<file path="config.mk">
export PLATFORM = sky130hd
export DESIGN_NAME = mii_phy_regfile
export DESIGN_NICKNAME = d
export VERILOG_FILES = /design/src/rtl/mii_pkg.sv /design/src/rtl/mii_phy_regfile.sv
export SDC_FILE = /design/constraint.sdc
export NUM_CORES = 1
export LEC_CHECK = 0
export CAP_MARGIN = 20
export CORE_AREA = 2 2 256 258
export DETAILED_ROUTE_END_ITERATION = 10
export DIE_AREA = 0 0 258 260
export GPL_TIMING_DRIVEN = 0
export PLACE_DENSITY = 0.66
export SETUP_SLACK_MARGIN = 0.05
export SLEW_MARGIN = 10
export SYNTH_ARGS = -nofsm -noshare
export SYNTH_HDL_FRONTEND = slang
export SYNTH_SLANG_ARGS = --single-unit
</file>
<file path="constraint.sdc">
create_clock -name clk -period 6.9 [get_ports clk]
set_clock_uncertainty 0.1 [all_clocks]
set_input_delay 1.725 -clock clk [delete_from_list [all_inputs] [get_ports clk]]
set_output_delay 1.725 -clock clk [all_outputs]
set_load 0.02 [all_outputs]
</file>
<file path="src/rtl/mii_pkg.sv">
package mii_pkg;

  localparam int unsigned HOST_W  = 32;
  localparam int unsigned PHY_W   = 16;
  localparam int unsigned FIELD_W = 5;

  // address register layout (decoded by software drivers)
  localparam int unsigned ADDR_GO_BIT  = 0;
  localparam int unsigned ADDR_WR_BIT  = 1;
  localparam int unsigned ADDR_REG_LSB = 6;
  localparam int unsigned ADDR_PHY_LSB = 11;

  // PHY register indices with side effects
  localparam logic [FIELD_W-1:0] IDX_CTL  = 5'd0;
  localparam logic [FIELD_W-1:0] IDX_STS  = 5'd1;
  localparam logic [FIELD_W-1:0] IDX_PEER = 5'd5;

  // bit positions inside those registers
  localparam int unsigned CTL_SELF_RST  = 15;
  localparam int unsigned CTL_AN_ENABLE = 12;
  localparam int unsigned CTL_AN_REDO   = 9;
  localparam int unsigned STS_LINK      = 2;
  localparam int unsigned STS_AN_DONE   = 5;

  localparam logic [PHY_W-1:0] CTL_STRIP_MASK =
      (16'h1 << CTL_SELF_RST) | (16'h1 << CTL_AN_REDO);

  localparam logic SEL_ADDR = 1'b0;
  localparam logic SEL_DATA = 1'b1;

  typedef struct packed {
    logic               go;
    logic               is_write;
    logic [FIELD_W-1:0] phy;
    logic [FIELD_W-1:0] regn;
  } mii_cmd_t;

  // power-on image of the first PHY; others start cleared
  function automatic logic [PHY_W-1:0] phy0_reset_value(input int unsigned idx);
    logic [PHY_W-1:0] v;
    case (idx)
      0:       v = 16'h1140;
      1:       v = 16'h790D;
      2:       v = 16'h0362;
      3:       v = 16'h5E6A;
      7:       v = 16'h2001;
      15:      v = 16'h3000;
      default: v = 16'h0000;
    endcase
    return v;
  endfunction

endpackage

</file>
<file path="src/rtl/mii_phy_regfile.sv">
module mii_phy_regfile
  import mii_pkg::*;
#(
  parameter int unsigned PHY_IDX  = 0,
  parameter int unsigned NUM_REGS = 32
) (
  input  logic               clk,
  input  logic               rst_n,
  input  logic               wr_en,
  input  logic [FIELD_W-1:0] wr_idx,
  input  logic [PHY_W-1:0]   wr_data,
  input  logic [FIELD_W-1:0] rd_idx,
  input  logic               an_force,
  input  logic               lp_clear,
  input  logic               link_set,
  input  logic               link_clr,
  output logic [PHY_W-1:0]   rd_data,
  output logic               an_done
);

  logic [PHY_W-1:0] flat [NUM_REGS];

  for (genvar r = 0; r < NUM_REGS; r++) begin : g_reg
    localparam logic [PHY_W-1:0] RST_V =
        (PHY_IDX == 0) ? phy0_reset_value(r) : '0;
    localparam bit IS_STS  = (r == int'(IDX_STS));
    localparam bit IS_PEER = (r == int'(IDX_PEER));

    logic [PHY_W-1:0] q_r;
    logic [PHY_W-1:0] nxt;

    // order: host write, then autoneg side effects, then link edge
    always_comb begin
      nxt = q_r;
      if (wr_en && (wr_idx == FIELD_W'(r))) nxt = wr_data;
      if (IS_STS && an_force) nxt[STS_AN_DONE] = 1'b1;
      if (IS_PEER && lp_clear) nxt = '0;
      if (IS_STS && link_set) begin
        nxt[STS_LINK]    = 1'b1;
        nxt[STS_AN_DONE] = 1'b1;
      end
      if (IS_STS && link_clr) begin
        nxt[STS_LINK]    = 1'b0;
        nxt[STS_AN_DONE] = 1'b0;
      end
    end

    always_ff @(posedge clk or negedge rst_n) begin
      if (!rst_n) q_r <= RST_V;
      else        q_r <= nxt;
    end

    assign flat[r] = q_r;
  end

  always_comb begin
    rd_data = '0;
    for (int r = 0; r < NUM_REGS; r++) begin
      if (rd_idx == FIELD_W'(r)) rd_data = flat[r];
    end
  end

  assign an_done = flat[IDX_STS][STS_AN_DONE];


  link_set_chk: assert property (@(posedge clk) disable iff (!rst_n)
    link_set |=> (flat[IDX_STS][STS_LINK] && flat[IDX_STS][STS_AN_DONE]));


  link_clr_chk: assert property (@(posedge clk) disable iff (!rst_n)
    link_clr |=> (!flat[IDX_STS][STS_LINK] && !flat[IDX_STS][STS_AN_DONE]));


  ctl_strip_chk: assert property (@(posedge clk) disable iff (!rst_n)
    (wr_en && wr_idx == IDX_CTL) |=>
      (!flat[IDX_CTL][CTL_SELF_RST] && !flat[IDX_CTL][CTL_AN_REDO]));


  peer_zero_chk: assert property (@(posedge clk) disable iff (!rst_n)
    lp_clear |=> (flat[IDX_PEER] == '0));


  an_mark_chk: assert property (@(posedge clk) disable iff (!rst_n)
    (an_force && !link_clr) |=> flat[IDX_STS][STS_AN_DONE]);

endmodule

</file>
==> flow_summary.yaml <==
cells_and_area:
  final_cell_mix: "517 x sky130_fd_sc_hd__mux2_2, 483 x sky130_fd_sc_hd__dfrtp_1, 131 x sky130_fd_sc_hd__a21oi_1, 111 x sky130_fd_sc_hd__o21ai_0, 108 x sky130_fd_sc_hd__nor2_1"
  regArea_sq_um: 12850
  largest_reg_flops: 512
  max_flop_register: "g.q_r"
  largestRegisters: "g.q_r: 512 flops"
  area_growth_syn_to_layout_pct: 16.50
  nets: 2341
  layout-drive-gt1-share_pct: 37.31
  multi_input_logic_area_sq_um: 11880
  filler_cell_count: 5831
  final_common_cell: "sky130_fd_sc_hd__mux2_2"
cts:
  clock_path_buffers: 3
  clk_transition_reported_paths_ns: 0.06
  cts_hold_repair.buffers: 0
  clock_tree.root_cell: "sky130_fd_sc_hd__clkbuf_16"
  insertion_delay_ns: 0.62
  h-tree-depth: 2
  tritoncts: "done"
  cts_inserted_buffers: 56
  cts.sink_count: 512
placed_design:
  buffer_ports.inserted: 42
  finalWeightedCongestion: 1.015
  dp_hpwl_microns: 76540
yosys:
  synth-seq-area-share_pct: 50.32
  netlist.top_cell.by_area: "sky130_fd_sc_hd__dfrtp_1"
  avgSynthCellArea_sq_um: 11.71
  synth_top_cells_by_area: "sky130_fd_sc_hd__dfrtp_1 47%, sky130_fd_sc_hd__mux2_2 23%, sky130_fd_sc_hd__dfstp_2 3.0%, sky130_fd_sc_hd__a21oi_1 2.7%, sky130_fd_sc_hd__o21ai_0 2.2%"
  ys_warn_count: 0
  synth_largest_type_area_fraction_pct: 47.34
  ys_async_sr_fraction_pct: 100.0
  post_synth_num_cell_types: 86
  synthCells: 2181
  synthesis.nets: 2214
  ys_seq_elements: 512
  synthesis.area_sq_um: 25530
  synth_edf_count: 0
  yosys_most_used_dff: "sky130_fd_sc_hd__dfrtp_1"
timing:
  final_hold_viol_count: 0
  max-slew-margin-rel_pct: 27.69
  tightestPinTransition_ns: 1.085
  max_freq_mhz: 144.7
  unrepaired_setup_endpoints_after_global_routing: "false"
  hold_slack_ns: 0.3985
  final.setup.tns_ns: -0.01134
  min_period_over_period_pct: 100.2
  finalCriticalPeriod_ns: 6.911
  slew_viols_final: 0
  setup_ws_ns: -0.01134
  setup_viol: 1
detailed_routing:
  drt_iter0_markers: 2920
  drt-vias-per-instance: 6.504
  per_cell_routed_wire_length_microns: 34.19
  antenna_left: 0
  route.vias.total: 20883
  drt_drc_violations_left: 0
  routed_wl_microns: 109800
  drtPass1Iterations: 6
outcome:
  violations: "setup timing"
  status: "complete, but fails checks"
worst_setup_path:
  startpoint_type: "primary input"
  arrival_time_worst_endpoint_ns: 5.09
  worst_ep_required_time_ns: 5.08
  crit_type: "primary input to output port"
  cp_max_fo: 10
  cp_endpoint_kind: "output port"
  reg2reg_depth: 1
global_route:
  grt.met1_usage_pct: 41.94
  number_of_global_route_vias_before_repair: 20933
  overall_global_routing_usage_pct: 32.50
  grt.met2_usage_pct: 47.44
  grt_max_degree: 109
  grt_pass1_wl_microns: 155300
  initial_antenna_violation_count: 6
  globalRoute.totalOverflow: 0
  grt.busiest_layer: "met2"
  groute.layer.met3.usage_pct: 9.474
floorplan:
  die-height_microns: 260
  io-pin-count: 50
  dieArea_sq_um: 67080
  std_cell_rows: 93
  floorplan.initialDensity_pct: 39.82
  die-width_microns: 258
  core-area_sq_um: 64120
power_and_ir_drop:
  ir_drop_mv: 0.2188
  power_density_over_cell_area_nw_per_um2: 291.2
  power.static_leakage_nw: 13.05
hold_path:
  hold_path_depth: 1
  holdCritPathClass: "flip-flop to flip-flop"
flow_run:
  timing.max_cap.violations: 0
-- metrics by stage --
| stage | power, W | instance area, sq um | utilization [%] | instances | worst slack [ns] |
|---|---|---|---|---|---|
| after floorplan | 0.004799 | 25530 | - | 2181 | 1.567 |
| after global placement | 0.005348 | 27020 | 42.15 | 3078 | -18.45 |
| after detailed placement | 0.005415 | 27210 | 42.44 | 3087 | -1.144 |
| after CTS | 0.008594 | 29540 | 46.08 | 3205 | -0.07083 |
| after global routing | 0.008921 | 29740 | 46.38 | 3208 | 0.05271 |
| final | 0.008662 | 29750 | 46.39 | 3211 | -0.01134 |
-- cells in the mapped netlist, types with 6 or more instances --
| cell type | instances |
|---|---|
| sky130_fd_sc_hd__a211oi_1 | 17 |
| sky130_fd_sc_hd__a21o_1 | 7 |
| sky130_fd_sc_hd__a21oi_1 | 136 |
| sky130_fd_sc_hd__a221o_1 | 6 |
| sky130_fd_sc_hd__a221oi_1 | 16 |
| sky130_fd_sc_hd__a22o_1 | 22 |
| sky130_fd_sc_hd__a22oi_1 | 17 |
| sky130_fd_sc_hd__a31oi_1 | 19 |
| sky130_fd_sc_hd__a32oi_1 | 11 |
| sky130_fd_sc_hd__buf_1 | 9 |
| sky130_fd_sc_hd__buf_2 | 88 |
| sky130_fd_sc_hd__buf_4 | 14 |
| sky130_fd_sc_hd__buf_6 | 7 |
| sky130_fd_sc_hd__clkbuf_1 | 85 |
| sky130_fd_sc_hd__dfrtp_1 | 483 |
| sky130_fd_sc_hd__dfstp_2 | 29 |
| sky130_fd_sc_hd__inv_1 | 8 |
| sky130_fd_sc_hd__mux2_2 | 517 |
| sky130_fd_sc_hd__mux2i_1 | 56 |
| sky130_fd_sc_hd__mux4_2 | 9 |
| sky130_fd_sc_hd__nand2_1 | 115 |
| sky130_fd_sc_hd__nand2b_1 | 12 |
| sky130_fd_sc_hd__nand3_1 | 24 |
| sky130_fd_sc_hd__nand4_1 | 8 |
| sky130_fd_sc_hd__nor2_1 | 114 |
| sky130_fd_sc_hd__nor2b_1 | 26 |
| sky130_fd_sc_hd__nor3_1 | 29 |
| sky130_fd_sc_hd__o211ai_1 | 13 |
| sky130_fd_sc_hd__o21ai_0 | 114 |
| sky130_fd_sc_hd__o221ai_1 | 16 |
| sky130_fd_sc_hd__o22ai_1 | 45 |
-- cells by family (layout without fill, tap and decap cells) --
group / count (synthesis) / count (layout) / share of synthesized area [%]
simple gates: 379 / 379 / 7.331
flops: 512 / 512 / 50.32
mux: 582 / 582 / 25.79
buf+inv: 213 / 385 / 3.979
compound gates: 495 / 495 / 12.57
other cells: 0 / 3 / 0
-- worst paths after layout --
kind | startpoint | end | slack [ns]
worst max-delay path | rd_idx[0] | rd_data[4] | -0.01
worst min-delay path | g_reg[20].q_r[1] | g_reg[20].q_r[1] | 0.40
worst max register to register | g_reg[11].q_r[8] | g_reg[11].q_r[8] | 5.94
worst min register to register | g_reg[20].q_r[1] | g_reg[20].q_r[1] | 0.40
max in group asynchronous | rst_n | g_reg[15].q_r[13] | 4.24
min in group asynchronous | rst_n | g_reg[30].q_r[3] | 1.00
-- critical path, cell delays in order --
cell and delay (ns):
sky130_fd_sc_hd__clkdlybuf4s50_1 0.57, sky130_fd_sc_hd__buf_6 0.26, sky130_fd_sc_hd__inv_4 0.18, sky130_fd_sc_hd__buf_4 0.33, sky130_fd_sc_hd__buf_2 0.34, sky130_fd_sc_hd__buf_8 0.22
sky130_fd_sc_hd__a21oi_1 0.11, sky130_fd_sc_hd__o221a_2 0.26, sky130_fd_sc_hd__o21ai_1 0.28, sky130_fd_sc_hd__o211ai_1 0.22, sky130_fd_sc_hd__clkdlybuf4s50_1 0.58
-- metal layers --
metal,up-vias,wire length [microns]
met5,-,13
met4,2,8647
met3,420,12690
met2,1518,45990
met1,10655,42440
li1,8288,-
-- cell type report --
cell class | instances | area share [%]
flip-flops and latches | 512 | 43.19
multi-input cells | 1456 | 39.93
clock buffers | 88 | 5.687
plain buffers | 202 | 4.093
well taps | 855 | 3.596
repair buffers | 71 | 2.549
clock inverters | 15 | 0.8076
inverters | 9 | 0.1220
diodes | 3 | 0.02524
-- power breakdown --
part	internal [W]	switching, W	total [W]
clock	0.00190	0.00131	0.00320
combinational	0.000709	0.000803	0.00151
sequential	0.00359	0.000353	0.00395
total	0.00620	0.00246	0.00866
-- repair_timing --
| action | 4_1_cts | 5_1_grt |
|---|---|---|
| pin swaps | 4 | 3 |
| endpoints found under the setup margin | 16 | 12 |
| resized for setup | 117 | 68 |
| buffers inserted | 17 | 3 |
Power figures use the tool's default switching activity.
